## src/rtl/accalu_pkg.sv

```systemverilog
package accalu_pkg;

    typedef enum logic [2:0] {
        OP_ADD   = 3'd0,
        OP_SUB   = 3'd1,
        OP_INC   = 3'd2,
        OP_DEC   = 3'd3,
        OP_INV   = 3'd4,
        OP_NEG   = 3'd5,
        OP_INC16 = 3'd6,
        OP_DEC16 = 3'd7
    } alu_op_e;

    // Flag byte, bit 7 down to bit 0
    typedef struct packed {
        logic s;
        logic z;
        logic sp5;
        logic h;
        logic sp3;
        logic pv;
        logic n;
        logic c;
    } flag_t;

    localparam int FLAG_W = $bits(flag_t);

    // Adder setup for one 8-bit operation
    typedef struct packed {
        logic use_opnd_x;  // x is opnd_in rather than acc_in
        logic zero_x;      // x is forced to zero
        logic [1:0] ysel;  // 0: opnd, 1: ~opnd, 2: zero, 3: ~acc
        logic cin;
        logic borrow;      // invert carry and half carry
        logic dec_const;   // y becomes all ones except bit 0
    } add_cfg_t;

    function automatic flag_t write_mask(alu_op_e op);
        flag_t m;
        m = '0;
        unique case (op)
            OP_ADD, OP_SUB, OP_NEG: begin
                m.s = 1'b1; m.z = 1'b1; m.h = 1'b1;
                m.pv = 1'b1; m.n = 1'b1; m.c = 1'b1;
            end
            OP_INC, OP_DEC: begin
                m.s = 1'b1; m.z = 1'b1; m.h = 1'b1;
                m.pv = 1'b1; m.n = 1'b1;
            end
            OP_INV: begin
                m.h = 1'b1; m.n = 1'b1;
            end
            default: m = '0;
        endcase
        return m;
    endfunction

    function automatic add_cfg_t adder_setup(alu_op_e op);
        add_cfg_t k;
        k = '0;
        unique case (op)
            OP_ADD: k.ysel = 2'd0;
            OP_SUB: begin k.ysel = 2'd1; k.cin = 1'b1; k.borrow = 1'b1; end
            OP_INC: begin k.use_opnd_x = 1'b1; k.ysel = 2'd2; k.cin = 1'b1; end
            OP_DEC: begin
                k.use_opnd_x = 1'b1; k.ysel = 2'd2; k.dec_const = 1'b1;
                k.cin = 1'b1; k.borrow = 1'b1;
            end
            OP_NEG: begin k.zero_x = 1'b1; k.ysel = 2'd3; k.cin = 1'b1; k.borrow = 1'b1; end
            default: k = '0;
        endcase
        return k;
    endfunction

    function automatic logic is_subtractive(alu_op_e op);
        return (op == OP_SUB) || (op == OP_DEC) || (op == OP_NEG) || (op == OP_INV);
    endfunction

endpackage

```

## src/rtl/accalu_opsel.sv

```systemverilog
module accalu_opsel
    import accalu_pkg::*;
#(
    parameter int DATA_W = 8
) (
    input  alu_op_e            op,
    input  logic [DATA_W-1:0]  acc,
    input  logic [DATA_W-1:0]  opnd,
    output logic [DATA_W-1:0]  x,
    output logic [DATA_W-1:0]  y,
    output logic               cin,
    output logic               borrow
);
    add_cfg_t cfg;
    logic [DATA_W-1:0] y_base;
    localparam logic [DATA_W-1:0] DEC_Y = {{(DATA_W-1){1'b1}}, 1'b0};

    always_comb begin
        cfg = adder_setup(op);
        if (cfg.zero_x)
            x = '0;
        else if (cfg.use_opnd_x)
            x = opnd;
        else
            x = acc;
        unique case (cfg.ysel)
            2'd0: y_base = opnd;
            2'd1: y_base = ~opnd;
            2'd2: y_base = '0;
            default: y_base = ~acc;
        endcase
        y      = cfg.dec_const ? DEC_Y : y_base;
        cin    = cfg.cin;
        borrow = cfg.borrow;
    end
endmodule

```

## src/rtl/accalu_addcore.sv

```systemverilog
module accalu_addcore #(
    parameter int DATA_W = 8
) (
    input  logic [DATA_W-1:0] x,
    input  logic [DATA_W-1:0] y,
    input  logic              cin,
    input  logic              borrow,
    output logic [DATA_W-1:0] sum,
    output logic              cy,
    output logic              hc,
    output logic              ov
);
    localparam int HB = DATA_W / 2;

    logic [DATA_W:0] full;
    logic [HB:0]     low;

    always_comb begin
        full = {1'b0, x} + {1'b0, y} + {{DATA_W{1'b0}}, cin};
        low  = {1'b0, x[HB-1:0]} + {1'b0, y[HB-1:0]} + {{HB{1'b0}}, cin};
        sum  = full[DATA_W-1:0];
        cy   = full[DATA_W] ^ borrow;
        hc   = low[HB] ^ borrow;
        ov   = (x[DATA_W-1] == y[DATA_W-1]) && (full[DATA_W-1] != x[DATA_W-1]);
    end
endmodule

```

## src/rtl/accalu_pair.sv

```systemverilog
module accalu_pair
    import accalu_pkg::*;
#(
    parameter int PAIR_W = 16
) (
    input  alu_op_e           op,
    input  logic [PAIR_W-1:0] pair_in,
    output logic [PAIR_W-1:0] pair_out
);
    localparam logic [PAIR_W-1:0] ONE = {{(PAIR_W-1){1'b0}}, 1'b1};

    always_comb begin
        unique case (op)
            OP_INC16: pair_out = pair_in + ONE;
            OP_DEC16: pair_out = pair_in - ONE;
            default:  pair_out = pair_in;
        endcase
    end
endmodule

```

## src/rtl/accalu_flagmerge.sv

```systemverilog
module accalu_flagmerge
    import accalu_pkg::*;
(
    input  flag_t old_f,
    input  flag_t new_f,
    input  flag_t mask,
    output flag_t out_f
);
    always_comb begin
        out_f = (new_f & mask) | (old_f & ~mask);
    end
endmodule

```

## src/rtl/accalu_top.sv

```systemverilog
module accalu_top
    import accalu_pkg::*;
#(
    parameter int DATA_W = 8,
    parameter int PAIR_W = 16
) (
    input  logic [2:0]        op_sel,
    input  logic [DATA_W-1:0] acc_in,
    input  logic [DATA_W-1:0] opnd_in,
    input  logic [PAIR_W-1:0] pair_in,
    input  logic [7:0]        flags_in,
    output logic [DATA_W-1:0] result_out,
    output logic [PAIR_W-1:0] pair_out,
    output logic [7:0]        flags_out
);
    alu_op_e           op;
    logic [DATA_W-1:0] ax, ay, sum;
    logic              cin, borrow, cy, hc, ov;
    flag_t             f_old, f_new, f_mask, f_out;

    assign op    = alu_op_e'(op_sel);
    assign f_old = flag_t'(flags_in);

    accalu_opsel #(.DATA_W(DATA_W)) u_opsel (
        .op(op), .acc(acc_in), .opnd(opnd_in),
        .x(ax), .y(ay), .cin(cin), .borrow(borrow)
    );

    accalu_addcore #(.DATA_W(DATA_W)) u_add (
        .x(ax), .y(ay), .cin(cin), .borrow(borrow),
        .sum(sum), .cy(cy), .hc(hc), .ov(ov)
    );

    accalu_pair #(.PAIR_W(PAIR_W)) u_pair (
        .op(op), .pair_in(pair_in), .pair_out(pair_out)
    );

    always_comb begin
        f_mask = write_mask(op);
        f_new  = '0;
        if (op == OP_INV) begin
            f_new.h = 1'b1;
            f_new.n = 1'b1;
        end else begin
            f_new.s  = sum[DATA_W-1];
            f_new.z  = (sum == '0);
            f_new.h  = hc;
            f_new.pv = ov;
            f_new.n  = is_subtractive(op);
            f_new.c  = cy;
        end
        unique case (op)
            OP_INV:           result_out = ~acc_in;
            OP_INC16, OP_DEC16: result_out = acc_in;
            default:          result_out = sum;
        endcase
    end

    accalu_flagmerge u_merge (
        .old_f(f_old), .new_f(f_new), .mask(f_mask), .out_f(f_out)
    );

    assign flags_out = f_out;

    always_comb begin
        if (op == OP_INC16 || op == OP_DEC16)
            AST_PAIR_FLAGS_KEEP: assert (flags_out == flags_in);
        if (op == OP_INV)
            AST_INV_FLAGS: assert (flags_out == (flags_in | 8'h12));
        if (op == OP_INC || op == OP_DEC)
            AST_INCDEC_CARRY: assert (flags_out[0] == flags_in[0]);
        if (op == OP_NEG)
            AST_NEG_CARRY: assert (flags_out[0] == (acc_in != '0));
        if (op == OP_ADD || op == OP_SUB || op == OP_INC || op == OP_DEC || op == OP_NEG)
            AST_SIGN_ZERO: assert (flags_out[7] == result_out[DATA_W-1] &&
                                   flags_out[6] == (result_out == '0));
        AST_SPARE_BITS: assert (flags_out[5] == flags_in[5] && flags_out[3] == flags_in[3]);
    end
endmodule

```

## config.mk

```make
export PLATFORM = sky130hd
export DESIGN_NAME = accalu_top
export DESIGN_NICKNAME = d
export VERILOG_FILES = /design/src/rtl/accalu_pkg.sv /design/src/rtl/accalu_opsel.sv /design/src/rtl/accalu_addcore.sv /design/src/rtl/accalu_pair.sv /design/src/rtl/accalu_flagmerge.sv /design/src/rtl/accalu_top.sv
export SDC_FILE = /design/constraint.sdc
export NUM_CORES = 1
export LEC_CHECK = 0
export ABC_CLOCK_PERIOD_IN_PS = 4700
export BUFFER_PORTS_ARGS = -buffer_cell sky130_fd_sc_hd__buf_2
export CORE_ASPECT_RATIO = 1.1
export CORE_MARGIN = 10
export CORE_UTILIZATION = 45
export DETAILED_ROUTE_END_ITERATION = 10
export PLACE_DENSITY = 0.83
export SLEW_MARGIN = 30
export SYNTH_ARGS = -nofsm -noshare
export SYNTH_HDL_FRONTEND = slang
export SYNTH_SLANG_ARGS = --single-unit
```

## constraint.sdc

```tcl
create_clock -name vclk -period 4.7
set_clock_uncertainty 0.2 [all_clocks]
set_input_delay 0.47 -clock vclk [all_inputs]
set_output_delay 0.47 -clock vclk [all_outputs]
set_load 0.1 [all_outputs]
```

==> impl_metrics.json, run 1 <==
{
  "status": "complete, no violations",
  "design.core.area_um2": 4020,
  "antenna_left": 0,
  "required_ps": 4030,
  "holdBufCountCts": 0,
  "netlist_area_um2": 1900,
  "p_leak_nw": 1.16,
  "final_cell_mix": "62 x buf_2, 31 x a21oi_1, 28 x nand2_1, 25 x nor2_1, 21 x ha_1",
  "vdd_drop_max_mv": 0.116,
  "wirelength_um": 6170,
  "fin_crit_sh_pct": 93.0,
  "initial_utilization_pct": 47.3,
  "cts_setup_buffers": 0,
  "relSlewSlack_pct": 63.3,
  "antenna_found_initial": 0,
  "grt_pass1_vias": 2331,
  "postSynthAreaPerCell_um2": 6.70,
  "syn_inst": 284,
  "synth_seq_area_share_pct": 0,
  "worst_hold_slack_ps": 740,
  "mostFrequentLayoutCell": "buf_2",
  "syn_to_final_growth_pct": 29.1,
  "seq_area_um2": 0,
  "worstHoldPathCells": 0,
  "hold_viol_final": 0,
  "fmax_mhz": 229,
  "cp-end-kind": "output port",
  "port_buffers": 71,
  "drt-pass1-iter-count": 4,
  "cp_slowest_cell": "mux2i_1",
  "nets": 413,
  "drc": 0,
  "io_pins": 75,
  "path_cells": "buf_2, inv_2, nand2_1, o22ai_1, nor2_1, ha_1, nor2b_1, o31a_1, o31a_1, o22ai_2, mux2i_1, o21a_1, buf_12",
  "min-delay-start": "flags_in[3]",
  "dp_hpwl_um": 5150,
  "placed_cell_area_um2": 2450,
  "multi_input_area_um2": 1840,
  "cts_resized": 0,
  "cap_violations": 0,
  "gp_congestion": 0.968,
  "crit_fanout": 18,
  "ys_types": 52,
  "cp.arrival_ps": 3700,
  "grt_pass1_wl_um": 10200,
  "num_antenna_cells": 0,
  "fp-row-count": 24,
  "dieArea_um2": 7230,
  "setup_viol": 0,
  "rsz0062_at_grt": "false",
  "worstMarginPinSlew_ps": 548,
  "drive_above_1_share_pct": 25.6,
  "initialDrtViolationCount": 141,
  "p_per_area_nw_per_um2": 273,
  "min_period_ps": 4370,
  "drv_slew": 0,
  "crit_top_cell": "o31a_1",
  "die_y_um": 88.2,
  "path_buf_inv": 3,
  "crit_type": "in -> out",
  "fillers": 394,
  "seq_cells": 0,
  "vias_per_cell": 5.89,
  "syn_nets": 351,
  "die_w_um": 82.0,
  "critPathLaunchType": "primary input",
  "cp_top_family": "compound AO/OA/AOI/OAI gates",
  "hp-class": "in -> out",
  "n_clock_buffer": 0,
  "grtUsageTotal_pct": 16.3,
  "grt_overflow": 0,
  "dr_total_vias": 2333,
  "fin_area_um2": 2450,
  "wire_per_inst_um": 15.6,
  "min_to": "flags_out[3]",
  "synth_warnings": 0,
  "slowest_delay_ps": 440,
  "grt_max_degree": 32
}
[final cells by class]
cell class	count	area share (%)
repair buffers	75	21.2
inverters	9	1.38
multi-input cells	260	74.8
well taps	52	2.65
[per-layer routing]
metal	share of wire [%]	global-route usage [%]
met3	8.1	2.56
met2	49	30.1
met1	41	19.0
met4	2.0	3.87
met5	0	0
[worst max path at each step]
stage | start | to | slack, ps | cells past startpoint
global route | op_sel[2] | result_out[6] | 40 | 13
detailed placement | op_sel[2] | flags_out[6] | 360 | 13
CTS | op_sel[2] | result_out[6] | 360 | 13
finish | op_sel[2] | result_out[7] | 330 | 13
global placement | op_sel[2] | flags_out[6] | 490 | 13
floorplan | op_sel[2] | pair_out[10] | -280 | 10
[through the flow]
step | worst slack [ps] | TNS, ps | power (mW) | utilization (%) | cells
finish | 327 | 0 | 0.671 | 61.0 | 396
global route | 40.0 | 0 | 0.709 | 61.0 | 396
CTS | 357 | 0 | 0.671 | 61.0 | 396
detailed placement | 362 | 0 | 0.669 | 61.0 | 396
global placement | 487 | 0 | 0.660 | 61.0 | 396
floorplan | -276 | -276 | 0.520 | - | 284
[cells in the mapped netlist (all sizes together) (2+ instances only)]
master	instances	share of area, %
o211ai	2	0.79
a211oi	4	1.6
nor2	25	4.9
a31oi	2	0.66
nor2b	2	0.66
o21ai	24	6.3
and3	3	0.99
mux2i	12	6.3
o21bai	8	3.2
nor3	5	1.3
a21o	4	1.6
buf	5	1.5
a21oi	32	9.0
fa	3	3.2
xor2	8	3.7
clkbuf	10	2.4
nand2b	4	1.3
o21a	10	3.9
nor4	2	0.66
nand3	6	1.6
o31ai	4	1.8
o31a	3	1.4
xnor2	13	6.0
ha	21	14
a21boi	2	0.79
and4	2	0.92
o22ai	15	5.3
nand2	28	5.5
and2	3	0.99
inv	9	1.8
[cells by family after synthesis]
logic type      count (synthesis)  synth area share (%)
compound gates                119                  40.6
simple gates                   83                  20.2
fa+ha+maj                      24                  17.0
buf+inv                        24                  5.66
xor+xnor                       21                  9.67
mux                            13                  6.91
[where the power goes]
part           switching (mW)  internal [mW]
Combinational           0.476          0.195
Sequential                  0              0
Clock                       0              0
Power figures use the tool's default switching activity.
==> run 2: changes to the inputs <==
Settings changed: CORE_MARGIN 10 to 2.
==> run 2 against run 1 <==
  * Setup slack gained 76 ps
  * Via count increased by 0.81%
  * Power is 0.54% lower
  * Critical path type unchanged
  * Design area unchanged
  * Largest cell class unchanged
  * Fmax increased by 1.8%
==> impl_metrics.json, run 2 (synthesized netlist as in run 1, its figures left out) <==
{
  "grtUsageTotal_pct": 23.6,
  "setup_viol": 0,
  "p_leak_nw": 1.17,
  "cts_resized": 0,
  "critPathLaunchType": "primary input",
  "cp-end-kind": "output port",
  "rsz0062_at_grt": "false",
  "drv_slew": 0,
  "wire_per_inst_um": 14.2,
  "n_clock_buffer": 0,
  "combPwrFrac_pct": 100.0,
  "dp_hpwl_um": 4610,
  "grt_pass1_vias": 2220,
  "cts_setup_buffers": 0,
  "dieArea_um2": 4760,
  "drc": 0,
  "num_antenna_cells": 0,
  "antenna_found_initial": 0,
  "p_sw_mw": 0.474,
  "die_w_um": 66.0,
  "vias_per_cell": 5.91,
  "port_buffers": 71,
  "fin_crit_sh_pct": 91.4,
  "status": "complete, no violations",
  "cap_violations": 0,
  "required_ps": 4030,
  "grt_pass1_wl_um": 9320,
  "nets": 415,
  "fmax_mhz": 233,
  "initialDrtViolationCount": 190,
  "crit_fanout": 18,
  "cp.arrival_ps": 3630,
  "worst_hold_slack_ps": 740,
  "grt_max_degree": 32,
  "vdd_drop_max_mv": 0.128,
  "intPower_mw": 0.194,
  "p_seq_share_pct": 0,
  "seq_cells": 0,
  "grt_overflow": 0,
  "hold_viol_final": 0,
  "mostFrequentLayoutCell": "buf_2",
  "io_pins": 75,
  "min_period_ps": 4300,
  "drt-pass1-iter-count": 4,
  "drive_above_1_share_pct": 26.0,
  "crit_type": "in -> out",
  "fp-row-count": 24,
  "swShare_pct": 71.0,
  "relSlewSlack_pct": 63.5,
  "wirelength_um": 5660,
  "clkPwrFrac_pct": 0,
  "worstMarginPinSlew_ps": 545,
  "placed_cell_area_um2": 2450,
  "fin_area_um2": 2450,
  "design.core.area_um2": 4020,
  "utilization_pct": 61.0,
  "initial_utilization_pct": 47.3,
  "seq_area_um2": 0,
  "syn_to_final_growth_pct": 29.1,
  "fillers": 380,
  "p_per_area_nw_per_um2": 272,
  "dr_total_vias": 2352,
  "final_cell_mix": "63 x buf_2, 31 x a21oi_1, 28 x nand2_1, 25 x nor2_1, 21 x ha_1",
  "hp-class": "in -> out",
  "die_y_um": 72.2,
  "holdBufCountCts": 0,
  "antenna_left": 0,
  "gp_congestion": 0.891
}
-- run 2: critical path, cell delays in order --
cell and delay, ps:
buf_2 340, nand2_1 280, a21o_1 240, o221ai_1 90, fa_1 250, inv_1 60
fa_1 420, a21o_1 210, a21oi_4 190, xnor2_1 100, or4_4 530, o31ai_4 230
buf_12 210
-- run 2: final timing paths --
check / startpoint / endpoint / slack, ps / cells past startpoint
worst max-delay path: op_sel[2] / flags_out[6] / 400 / 13
worst min-delay path: flags_in[3] / flags_out[3] / 740 / 0
-- run 2: per-stage QoR --
step           power, mW  worst slack [ps]  setup TNS, ps  cells
6_report           0.668               403              0    398
5_1_grt            0.706               191              0    398
4_1_cts            0.666               399              0    398
3_5_place_dp       0.664               419              0    398
3_3_place_gp       0.654               513              0    398
2_1_floorplan      0.520              -276           -276    284
-- run 2: final cells by class --
cell class	count	area [um2]	share of cell area [%]
inverters	9	33.8	1.38
multi-input cells	260	1840	74.8
well taps	52	65.1	2.65
repair buffers	77	520	21.2
-- run 2: metal layers --
metal	up-vias	track usage (%)	part of all wire, %
met5	-	0	0
met4	0	5.44	2.2
met3	14	1.86	5.7
met2	84	46.8	51
met1	1067	26.7	41
li1	1187	-	-
-- run 2: power groups by stage --
stage | Clock [mW] | Combinational, mW | Sequential, mW
detailed placement | 0 | 0.664 | 0
global placement | 0 | 0.654 | 0
global route | 0 | 0.706 | 0
floorplan | 0 | 0.520 | 0
CTS | 0 | 0.666 | 0
finish | 0 | 0.668 | 0
